--- src/rtl/hdx_txc_pkg.sv ---
package hdx_txc_pkg;

   typedef enum logic [1:0] {
      ST_WAIT    = 2'd0,
      ST_TX      = 2'd1,
      ST_JAM     = 2'd2,
      ST_BACKOFF = 2'd3
   } txc_state_e;

   typedef enum logic [2:0] {
      TXS_OK     = 3'd0,
      TXS_DEFER  = 3'd1,
      TXS_SINGLE = 3'd2,
      TXS_MULTI  = 3'd3,
      TXS_EXCESS = 3'd4
   } txc_status_e;

endpackage

--- src/rtl/hdx_txc_start_gate.sv ---
module hdx_txc_start_gate #(
   parameter int CELL_W = 8
) (
   input  logic [CELL_W-1:0] cell_thresh,
   input  logic [CELL_W-1:0] fifo_cells,
   input  logic              pkt_complete,
   output logic              start_ok
);
   generate
      if (CELL_W < 1) begin : g_bad_w
         $error("hdx_txc_start_gate: CELL_W must be at least 1");
      end
   endgenerate

   // a whole packet or enough cells lets the first attempt go
   always_comb begin
      start_ok = pkt_complete || (fifo_cells >= cell_thresh);
   end
endmodule

--- src/rtl/hdx_txc_gap_timer.sv ---
module hdx_txc_gap_timer #(
   parameter int IPG_BYTES = 12
) (
   input  logic clk,
   input  logic rst_n,
   input  logic quiet,
   output logic gap_ok
);
   localparam int GW = $clog2(IPG_BYTES + 1);

   generate
      if (IPG_BYTES < 1) begin : g_bad_ipg
         $error("hdx_txc_gap_timer: IPG_BYTES must be at least 1");
      end
   endgenerate

   logic [GW-1:0] quiet_cnt;

   always_ff @(posedge clk) begin
      if (!rst_n) begin
         quiet_cnt <= '0;
      end else if (!quiet) begin
         quiet_cnt <= '0;
      end else if (quiet_cnt != GW'(IPG_BYTES)) begin
         quiet_cnt <= quiet_cnt + GW'(1);
      end
   end

   assign gap_ok = (quiet_cnt == GW'(IPG_BYTES));

   // any busy cycle clears the gap
   p_gap_restart_r2: assert property (@(posedge clk) disable iff (!rst_n)
      !quiet |=> !gap_ok);
endmodule

--- src/rtl/hdx_txc_backoff.sv ---
module hdx_txc_backoff #(
   parameter int          SLOT_BYTES = 64,
   parameter int          BO_CAP     = 10,
   parameter int          ATT_W      = 5,
   parameter int          LFSR_W     = 16,
   parameter logic [31:0] LFSR_SEED  = 32'h0000_ACE1
) (
   input  logic             clk,
   input  logic             rst_n,
   input  logic             start,
   input  logic [ATT_W-1:0] attempt,
   output logic             busy
);
   localparam int SC_W = $clog2(SLOT_BYTES);

   generate
      if (BO_CAP < 1 || BO_CAP > LFSR_W) begin : g_bad_cap
         $error("hdx_txc_backoff: BO_CAP must lie in 1..LFSR_W");
      end
      if (SLOT_BYTES < 2) begin : g_bad_slot
         $error("hdx_txc_backoff: SLOT_BYTES must be at least 2");
      end
   endgenerate

   logic [LFSR_W-1:0] lfsr;
   logic [BO_CAP-1:0] rnd;
   logic [BO_CAP-1:0] mask;
   logic [BO_CAP-1:0] slots_left;
   logic [SC_W-1:0]   sub_cnt;
   logic              active;

   // Galois LFSR, taps picked by width
   generate
      if (LFSR_W == 16) begin : g_lfsr16
         localparam logic [15:0] TAPS = 16'hB400;
         always_ff @(posedge clk) begin
            if (!rst_n) lfsr <= LFSR_SEED[15:0] | 16'h1;
            else        lfsr <= (lfsr >> 1) ^ (lfsr[0] ? TAPS : 16'h0);
         end
      end else if (LFSR_W == 32) begin : g_lfsr32
         localparam logic [31:0] TAPS = 32'h8020_0003;
         always_ff @(posedge clk) begin
            if (!rst_n) lfsr <= LFSR_SEED | 32'h1;
            else        lfsr <= (lfsr >> 1) ^ (lfsr[0] ? TAPS : 32'h0);
         end
      end else begin : g_lfsr_bad
         $error("hdx_txc_backoff: LFSR_W must be 16 or 32");
      end
   endgenerate

   // fold every LFSR bit into the draw; window = min(n, cap) low bits
   always_comb begin
      rnd  = '0;
      mask = '0;
      for (int i = 0; i < LFSR_W; i++) rnd[i % BO_CAP] = rnd[i % BO_CAP] ^ lfsr[i];
      for (int i = 0; i < BO_CAP; i++) if (int'(attempt) > i) mask[i] = 1'b1;
   end

   always_ff @(posedge clk) begin
      if (!rst_n) begin
         active     <= 1'b0;
         slots_left <= '0;
         sub_cnt    <= '0;
      end else if (start) begin
         active     <= 1'b1;
         slots_left <= rnd & mask;
         sub_cnt    <= '0;
      end else if (active) begin
         if (slots_left == '0) begin
            active <= 1'b0;
         end else if (sub_cnt == SC_W'(SLOT_BYTES - 1)) begin
            sub_cnt    <= '0;
            slots_left <= slots_left - BO_CAP'(1);
         end else begin
            sub_cnt <= sub_cnt + SC_W'(1);
         end
      end
   end

   assign busy = active;

   // the drawn slot count never exceeds the window for this attempt
   p_bo_window_r6: assert property (@(posedge clk) disable iff (!rst_n)
      start |=> ((slots_left & ~$past(mask)) == '0));
endmodule

--- src/rtl/hdx_tx_ctrl.sv ---
module hdx_tx_ctrl
   import hdx_txc_pkg::*;
#(
   parameter int          CELL_W     = 8,
   parameter int          SLOT_BYTES = 64,
   parameter int          IPG_BYTES  = 12,
   parameter int          JAM_BITS   = 32,
   parameter logic [7:0]  JAM_BYTE   = 8'h55,
   parameter int          BO_CAP     = 10,
   parameter int          MAX_ATT    = 16,
   parameter int          LFSR_W     = 16,
   parameter logic [31:0] LFSR_SEED  = 32'h0000_ACE1
) (
   input  logic              clk,
   input  logic              rst_n,
   input  logic              full_duplex,
   input  logic [CELL_W-1:0] cell_thresh,
   input  logic [CELL_W-1:0] fifo_cells,
   input  logic              pkt_complete,
   input  logic              in_valid,
   input  logic [7:0]        in_data,
   input  logic              in_last,
   output logic              in_ready,
   input  logic              crs,
   input  logic              col,
   output logic              tx_en,
   output logic [7:0]        tx_data,
   output logic              col_pulse,
   output logic              retry_pulse,
   output logic              done,
   output logic [2:0]        done_code
);
   localparam int JAM_BYTES = JAM_BITS / 8;
   localparam int BC_W      = $clog2(SLOT_BYTES + 1);
   localparam int AC_W      = $clog2(MAX_ATT + 1);
   localparam int JC_W      = (JAM_BYTES > 1) ? $clog2(JAM_BYTES) : 1;

   generate
      if ((JAM_BITS % 8) != 0 || JAM_BYTES < 2) begin : g_bad_jam
         $error("hdx_tx_ctrl: JAM_BITS must be a multiple of 8, at least 16");
      end
      if (MAX_ATT < 2) begin : g_bad_att
         $error("hdx_tx_ctrl: MAX_ATT must be at least 2");
      end
   endgenerate

   txc_state_e      state;
   logic [BC_W-1:0] byte_cnt;
   logic [AC_W-1:0] coll_n;
   logic [JC_W-1:0] jam_cnt;
   logic            retrying;
   logic            deferred;

   logic crs_eff, col_eff, early_col, late_col, accept, quiet;
   logic start_ok, gap_ok, go, jam_end, final_col, bo_start, bo_busy;
   logic frame_ok, abort;
   txc_status_e code_d;

   // full duplex masks both sensing inputs
   assign crs_eff   = crs & ~full_duplex;
   assign col_eff   = col & ~full_duplex;
   assign early_col = (state == ST_TX) && col_eff && (byte_cnt <  BC_W'(SLOT_BYTES));
   assign late_col  = (state == ST_TX) && col_eff && (byte_cnt >= BC_W'(SLOT_BYTES));
   assign accept    = (state == ST_TX) && in_valid && !early_col;
   assign in_ready  = accept;
   assign quiet     = !tx_en && !crs_eff;
   assign go        = (state == ST_WAIT) && in_valid && gap_ok && (retrying || start_ok);
   assign jam_end   = (state == ST_JAM) && (jam_cnt == JC_W'(JAM_BYTES - 1));
   assign final_col = (coll_n == AC_W'(MAX_ATT));
   assign bo_start  = jam_end && !final_col;
   assign abort     = jam_end && final_col;
   assign frame_ok  = accept && in_last;

   always_comb begin
      if (abort)                     code_d = TXS_EXCESS;
      else if (coll_n == '0)         code_d = deferred ? TXS_DEFER : TXS_OK;
      else if (coll_n == AC_W'(1))   code_d = TXS_SINGLE;
      else                           code_d = TXS_MULTI;
   end

   hdx_txc_start_gate #(.CELL_W(CELL_W)) u_gate (
      .cell_thresh  (cell_thresh),
      .fifo_cells   (fifo_cells),
      .pkt_complete (pkt_complete),
      .start_ok     (start_ok)
   );

   hdx_txc_gap_timer #(.IPG_BYTES(IPG_BYTES)) u_gap (
      .clk    (clk),
      .rst_n  (rst_n),
      .quiet  (quiet),
      .gap_ok (gap_ok)
   );

   hdx_txc_backoff #(
      .SLOT_BYTES (SLOT_BYTES),
      .BO_CAP     (BO_CAP),
      .ATT_W      (AC_W),
      .LFSR_W     (LFSR_W),
      .LFSR_SEED  (LFSR_SEED)
   ) u_bo (
      .clk     (clk),
      .rst_n   (rst_n),
      .start   (bo_start),
      .attempt (coll_n),
      .busy    (bo_busy)
   );

   // attempt sequencer
   always_ff @(posedge clk) begin
      if (!rst_n) begin
         state    <= ST_WAIT;
         byte_cnt <= '0;
         coll_n   <= '0;
         jam_cnt  <= '0;
         retrying <= 1'b0;
         deferred <= 1'b0;
      end else begin
         unique case (state)
            ST_WAIT: begin
               if (!retrying && in_valid && start_ok && crs_eff) deferred <= 1'b1;
               if (go) begin
                  state    <= ST_TX;
                  byte_cnt <= '0;
               end
            end
            ST_TX: begin
               if (early_col) begin
                  state   <= ST_JAM;
                  jam_cnt <= JC_W'(1);
                  coll_n  <= coll_n + AC_W'(1);
               end else if (accept) begin
                  if (byte_cnt != BC_W'(SLOT_BYTES)) byte_cnt <= byte_cnt + BC_W'(1);
                  if (in_last) begin
                     state    <= ST_WAIT;
                     coll_n   <= '0;
                     retrying <= 1'b0;
                     deferred <= 1'b0;
                  end
               end
            end
            ST_JAM: begin
               jam_cnt <= jam_cnt + JC_W'(1);
               if (jam_end) begin
                  if (final_col) begin
                     state    <= ST_WAIT;
                     coll_n   <= '0;
                     retrying <= 1'b0;
                     deferred <= 1'b0;
                  end else begin
                     state    <= ST_BACKOFF;
                     retrying <= 1'b1;
                  end
               end
            end
            ST_BACKOFF: begin
               if (!bo_busy) state <= ST_WAIT;
            end
            default: state <= ST_WAIT;
         endcase
      end
   end

   // registered PHY side and status
   always_ff @(posedge clk) begin
      if (!rst_n) begin
         tx_en       <= 1'b0;
         tx_data     <= '0;
         col_pulse   <= 1'b0;
         retry_pulse <= 1'b0;
         done        <= 1'b0;
         done_code   <= '0;
      end else begin
         tx_en       <= accept || early_col || (state == ST_JAM);
         tx_data     <= accept ? in_data : JAM_BYTE;
         col_pulse   <= early_col;
         retry_pulse <= bo_start;
         done        <= frame_ok || abort;
         done_code   <= code_d;
      end
   end

   // a first attempt never starts without the gate
   p_gate_r1: assert property (@(posedge clk) disable iff (!rst_n)
      (state == ST_WAIT && !retrying && !start_ok) |=> (state != ST_TX));
   // collision report coincides with a jam byte on the line
   p_col_jam_r3: assert property (@(posedge clk) disable iff (!rst_n)
      col_pulse |-> (tx_en && tx_data == JAM_BYTE));
   // a late collision leads to no jam
   p_late_ignored_r4: assert property (@(posedge clk) disable iff (!rst_n)
      late_col |=> (state != ST_JAM && !col_pulse));
   // retry is issued together with the final jam byte
   p_retry_after_jam_r5: assert property (@(posedge clk) disable iff (!rst_n)
      retry_pulse |-> (tx_en && tx_data == JAM_BYTE && $past(state) == ST_JAM));
   // nothing is taken during back-off
   p_backoff_silent_r6: assert property (@(posedge clk) disable iff (!rst_n)
      (state == ST_BACKOFF) |-> !in_ready);
   // excessive status only after the last allowed collision
   p_excess_r7: assert property (@(posedge clk) disable iff (!rst_n)
      (done && done_code == TXS_EXCESS) |-> ($past(coll_n) == AC_W'(MAX_ATT)));
   // end of frame and retry never coincide
   p_one_event_r8: assert property (@(posedge clk) disable iff (!rst_n)
      $onehot0({done, retry_pulse}));
   // full duplex raises no collision
   p_fd_no_col_r9: assert property (@(posedge clk) disable iff (!rst_n)
      (full_duplex && $past(full_duplex)) |-> !col_pulse);
endmodule

--- config.mk ---
export PLATFORM = sky130hd
export DESIGN_NAME = hdx_tx_ctrl
export DESIGN_NICKNAME = d
export VERILOG_FILES = /design/src/rtl/hdx_txc_pkg.sv /design/src/rtl/hdx_txc_start_gate.sv /design/src/rtl/hdx_txc_gap_timer.sv /design/src/rtl/hdx_txc_backoff.sv /design/src/rtl/hdx_tx_ctrl.sv
export SDC_FILE = /design/constraint.sdc
export NUM_CORES = 1
export LEC_CHECK = 0
export BUFFER_PORTS_ARGS = -buffer_cell sky130_fd_sc_hd__buf_2
export CORE_MARGIN = 4
export CORE_UTILIZATION = 50
export CTS_CLUSTER_SIZE = 28
export DETAILED_ROUTE_END_ITERATION = 7
export MAX_ROUTING_LAYER = met4
export PLACE_DENSITY = 0.71
export RECOVER_POWER = 100
export SLEW_MARGIN = 10
export SYNTH_ARGS = -nofsm -noshare
export SYNTH_HDL_FRONTEND = slang
export SYNTH_SLANG_ARGS = --single-unit
export TNS_END_PERCENT = 1
--- constraint.sdc ---
create_clock -name clk -period 2.2 [get_ports clk]
set_input_delay 0.22 -clock clk [delete_from_list [all_inputs] [get_ports clk]]
set_output_delay 0.22 -clock clk [all_outputs]
set_load 0.02 [all_outputs]
# ---- Word-level counts from Yosys, hierarchy flattened
# Cells that the tools add are included.
dict set report word_totals {
  romBits 0
  memories 0
  elab_cells 173
  mem_bits_rw 0
  ff_bits 70
  input_bits 32
  latchBits 0
  out_inout_bits 16
}
dict set report classes {
  n_lt_le_gt_ge 12
  muxes 55
  n_shift 0
  reduce_logical 45
  n_eq_ne 23
  n_addsub 6
  div_mod_pow 0
  mul 0
  n_bitwise 13
}
# cell count
set op_table {}
lappend op_table {{10-bit 2-to-1 mux} 4}
lappend op_table {{7-bit 2-to-1 mux} 5}
lappend op_table {{5-bit 2-to-1 mux} 5}
lappend op_table {{1-bit 2-to-1 mux} 23}
lappend op_table {{5-bit by 3-bit greater-than comparator with 1-bit output (second input constant)} 4}
lappend op_table {{5-bit AND reduction} 4}
lappend op_table {{2-bit 2-to-1 mux} 9}
lappend op_table {{2-bit inequality test (second input constant)} 9}
lappend op_table {{16-bit 2-to-1 mux} 1}
lappend op_table {{15-bit by 16-bit XOR with 16-bit output} 1}
lappend op_table {{1-bit logical AND} 15}
lappend op_table {{7-bit case mux with 2 select lines} 1}
lappend op_table {{10-bit bitwise AND} 1}
lappend op_table {{5-bit by 1-bit greater-than comparator with 1-bit output (second input constant)} 2}
lappend op_table {{5-bit by 2-bit greater-than comparator with 1-bit output (second input constant)} 2}
lappend op_table {{5-bit by 4-bit greater-than comparator with 1-bit output (second input constant)} 2}
lappend op_table {{10-bit logical NOT} 1}
lappend op_table {{5-bit case mux with 2 select lines} 1}
lappend op_table {{10-bit by 1-bit subtractor with 10-bit output (second input constant)} 1}
lappend op_table {{8-bit greater-or-equal comparator} 1}
lappend op_table {{2-bit case mux with 4 select lines} 1}
lappend op_table {{2-bit AND reduction} 4}
lappend op_table {{2-bit nonzero test} 4}
lappend op_table {{7-bit by 1-bit adder with 7-bit output (second input constant)} 1}
lappend op_table {{other kinds (31)} 52}

# ---- Depth between registers and ports, before layout
dict set report logic_depth {
  ltp_word 9
  depth_mapped 8
  depth_no_buf 7
}

# ---- By module
# A second synthesis with hierarchy kept.
dict set report unflattened {
  hier_cells 422
  area_unflattened_um2 3711.1
}
# mod area_per_inst_um2 seq_area_each_um2 cells_each instances
set by_module_without_submodules {}
lappend by_module_without_submodules {hdx_tx_ctrl 1672.9 660.6 188 1}
lappend by_module_without_submodules {hdx_txc_backoff 1632.8 660.6 187 1}
lappend by_module_without_submodules {hdx_txc_gap_timer 211.5 80.1 23 1}
lappend by_module_without_submodules {hdx_txc_start_gate 193.9 0.0 24 1}

# ---- Worst setup path before layout
# No wires, ideal clock.
dict set report synth_timing {
  path_type {reg2reg}
  startpoint {register u_bo.slots_left[0]}
  endpoint {register u_bo.slots_left[3]}
  setup_slack_ns 0.168
  synth_period_minus_slack_ns 2.032
  n_path_buf 1
  path_stages_with_launch 9
  arrival_time_ns 1.946
  setup_ns 0.086
  required_time_ns 2.114
  cell_sequence {dfxtp_1 -> inv_1 -> ha_1 -> or4b_1 -> buf_2 -> o31ai_4 -> nor4_1 -> xnor2_1 -> a211oi_1}
}
dict set report synth_via {
  elab_chain_cells 5
  word_cells_on_any_way 8
  cone_classes {add/sub (1); eq/ne (1); mux (4); reduce/logical (2)}
}
# element line
set synth_lines {}
lappend synth_lines {{from (decl)} hdx_txc_backoff.sv:28} ;# logic [BO_CAP-1:0] slots_left;
lappend synth_lines {{from (signal assigned)} hdx_txc_backoff.sv:66} ;# slots_left <= rnd & mask;
lappend synth_lines {{from (signal assigned)} hdx_txc_backoff.sv:73} ;# slots_left <= slots_left - BO_CAP'(1);
lappend synth_lines {{10-bit by 1-bit subtractor with 10-bit output} hdx_txc_backoff.sv:73}
lappend synth_lines {{10-bit 2-to-1 mux} hdx_txc_backoff.sv:71} ;# end else if (sub_cnt == SC_W'(SLOT_BYTES - 1)) begin
lappend synth_lines {{10-bit 2-to-1 mux} hdx_txc_backoff.sv:69} ;# if (slots_left == '0) begin
lappend synth_lines {{10-bit 2-to-1 mux} hdx_txc_backoff.sv:68} ;# end else if (active) begin
lappend synth_lines {{10-bit 2-to-1 mux} hdx_txc_backoff.sv:64} ;# end else if (start) begin
# Parallel ways exist; a longest one is shown, timed or not. The select of a mux whose other input is x is not followed.
# A chain may end at the register's enable or synchronous reset.

# ---- Worst setup path in the final report
dict set report layout_timing {
  startpoint {register u_bo.slots_left[0]}
  endpoint {register u_bo.slots_left[2]}
}
# Same word-level chain as after synthesis.

==> metrics.txt <==
crit-path max cell delay 0.49 ns; register area share after synthesis 40.19%; Comb power frac 6.7%; total number of vias 3,061; drt initial violations 102; initial antenna violation count 0; sw power 622.0 uW; vias in the first global route 2,910; final hold violation count 0; CTS hold repair buffers 0; Yosys top cell by area dfxtp_1; Main synth FF type dfxtp_1; Largest delay share family, worst path simple AND/OR/NAND/NOR gates; FF+latch area 1401 um^2; register bit total from synthesis 70; Ports 48; Tmin final 2.057 ns; CP Launch Point u_bo.slots_left[0]$_SDFFE_PN0P_; WHS 0.07991 ns; # Max-Cap Violations 0; Crit path buffers/inverters 2; Placer Congestion 0.8876; worst vdd ir 0.6416 mV; compound-gate portion of the synthesized area 15.86%; setup TNS 0 ns; fin crit share 93.49%; DR DRC count 0; synth top area cells dfxtp_1 (40%), ha_1 (8.3%), xnor2_1 (3.8%), a21oi_1 (3.7%), nand2_1 (3.7%); GRT Resource Usage Total 19.91%; Clock Sinks 70; largest family of logic cells by synthesized area simple AND/OR/NAND/NOR gates; Yosys cell types 56; Layout Nets 520; fillers 615; fmax 0.4862 GHz; routed wire length 7733 um; mux share of post-synthesis cell area 1.471%; post-synth top area share 40.19%; Rows 30; Critical Path Source Type flip-flop; Slowest cell on crit path or4b_4; XOR/XNOR Fraction of Synth Area 5.274%; relative slew slack 58.92%; hold path startpoint in_data[6]; worst slew pin tran 0.6155 ns; switch share 25.51%; first-pass GRT wire length 13,170 um; Post-DP HPWL 5685 um; PwrDens 597.4 nW/um^2; I/O Buffers 47; CP Max Fanout 9; Post-Syn Area 3487 um^2; P_leak 0.001639 uW; largest net degree at the start of global routing 42; EDFF count, synth 0; Initial Util 51.33%; clk_skew 0.01616 ns; setup violators final 0; clock power share 39.4%; # diodes 0; Syn Nets 459; layout cells sized above 1 15.74%; P_int 1816 uW; Hold Path Depth 3; Synth async-reset ratio 0%; Worst-path clk slew 0.08 ns; Worst Reg-to-Reg Cells 8; Worst EP arrival 2.29 ns; Final Max Tran Viols 0; CTS H-Tree Depth 3; Antenna Violating Nets Remaining 0; Mapped Cells 404; drt pass-1 iters 4; Worst path depth 8; Clock Tree Root clkbuf_8; Clock Latency Late Sink 0.35 ns; worst min path class in -> reg; core area 6794 um^2; WP data required 2.43 ns; die area 8374 um^2; ordered list of cells on the worst path inv_1 > ha_2 > or4b_4 > o31ai_4 > buf_12 > nor2_2 > a211oi_1 > nor3_1; drt via density 5.408; chip height 91.51 um; area grow syn2layout 17.04%; global route total overflow 0; Synth Warn # 0; wire length per cell 13.66 um; CP Class reg -> reg; area of the multi-input gates 1932 um^2; run status finished, final reports clean; sequential fraction of design power 54.0%; syn avg cell area 8.631 um^2; CTS tree built; Critical R2R Launch u_bo.slots_left[0]$_SDFFE_PN0P_; Adder-Cell Fraction of Synth Area 8.253%; cts bufs inserted 9; die width 91.51 um; CP endpoint kind flip-flop; RSZ-0062 raised after global routing no; Bufs on Longest Clock Path 2; Synth Area in Simple Gates 24.40%
## metal layers
layer	GRT usage (%)	routed length (um)	share of wire [%]
met1	24.68	3609	47
met2	30.61	3580	46
met3	5.717	385	5.0
met4	7.663	158	2.0
met5	-	0	0
## through the flow
step / std cells / power, uW / utilization [%] / area (um^2) / worst slack, ns
after floorplan: 404 / 1445 / - / 3487 / 0.1681
after CTS: 565 / 2459 / 60.20 / 4090 / 0.02444
after global placement: 549 / 1505 / 57.48 / 3905 / 0.1281
after detailed placement: 549 / 1509 / 57.48 / 3905 / 0.0008524
final: 566 / 2438 / 60.07 / 4081 / 0.1432
after global routing: 566 / 2545 / 60.07 / 4081 / 0.01279
## power groups by stage
stage	clock network, uW	logic [uW]	registers (uW)
CTS	979	165	1320
global route	1040	185	1320
global placement	0	160	1340
finish	960	163	1320
floorplan	0	100	1350
detailed placement	0	164	1350
## sequential cells by signal, indices dropped and copies added, names as in the netlist
signal / count
byte_cnt: 7
col_pulse: 1
coll_n: 5
deferred: 1
done: 1
done_code: 3
jam_cnt: 2
retry_pulse: 1
retrying: 1
state: 2
tx_data: 8
tx_en: 1
u_bo.busy: 1
u_bo.lfsr: 16
u_bo.slots_left: 10
u_bo.sub_cnt: 6
u_gap.quiet_cnt: 4
## cell families after synthesis
kind of cell,Yosys count
AND/OR/NAND/NOR,158
AO/OA/AOI/OAI,85
flip-flops,70
buffers and inverters,42
adder cells (fa/ha/maj),23
XOR/XNOR,21
multiplexers,5
## cell type report
| type | instances | share of cell area [%] |
|---|---|---|
| clock buffer | 10 | 3.372 |
| clock inverter | 6 | 1.165 |
| inverter | 29 | 2.667 |
| multi-input combinational | 292 | 47.33 |
| sequential | 70 | 34.33 |
| tap | 96 | 2.943 |
| timing repair buffer | 63 | 8.185 |
## Yosys cell counts, drive strengths merged, types with 3 or more instances
cell     n
nand4    6
nand3b   3
or4      4
nor2    26
dfxtp   70
inv     29
nor4     5
xnor2   15
a211oi   6
and3     7
and2     8
nor3b    3
nand2b  10
clkbuf  11
o21ai   24
nand2   34
o311ai   3
a21oi   26
or3      3
o31ai    4
mux2i    4
xor2     6
ha      23
nor3    15
nand3   20
## worst min-delay path, stage by stage
cell,delay [ns]
buf_2,0.07
nor2_1,0.03
nor2_1,0.06
## cell usage in the layout, fill, tap and decap left out, types with 3 or more instances in the layout
cell type | synthesis | routed
a211oi_1 | 5 | 5
a21oi_1 | 26 | 26
and2_1 | 8 | 6
and3_1 | 7 | 7
buf_2 | 1 | 31
buf_4 | 0 | 11
clkbuf_1 | 11 | 19
clkbuf_8 | 0 | 10
clkinv_4 | 0 | 4
dfxtp_1 | 70 | 70
ha_1 | 23 | 22
inv_1 | 29 | 29
mux2i_1 | 4 | 4
nand2_1 | 34 | 34
nand2b_1 | 10 | 10
nand3_1 | 20 | 20
nand3b_1 | 3 | 3
nand4_1 | 6 | 6
nor2_1 | 25 | 25
nor3_1 | 15 | 15
nor3b_1 | 3 | 3
nor4_1 | 5 | 5
o21ai_0 | 23 | 23
o311ai_0 | 3 | 3
o31ai_1 | 3 | 3
or3_1 | 3 | 3
or4_1 | 4 | 4
xnor2_1 | 15 | 15
xor2_1 | 6 | 6
## path summary, 6_finish.rpt
path	slack [ns]	end
worst max-delay path	0.14	u_bo.slots_left[2]$_SDFFE_PN0P_
worst min register to register	0.44	u_bo.lfsr[6]$_SDFF_PN1_
worst min-delay path	0.08	tx_data[6]$_SDFF_PN0_
worst max register to register	0.14	u_bo.slots_left[2]$_SDFFE_PN0P_
## what timing repair did
action / in CTS / in global routing
pin swaps: 1 / 2
endpoints found under the hold margin: 0 / 0
cloned: 0 / 0
endpoints found under the setup margin: 1 / 8
buffers inserted: 0 / 1
gates resized for setup: 0 / 3
Note: power is estimated with default switching activity, not from simulation.
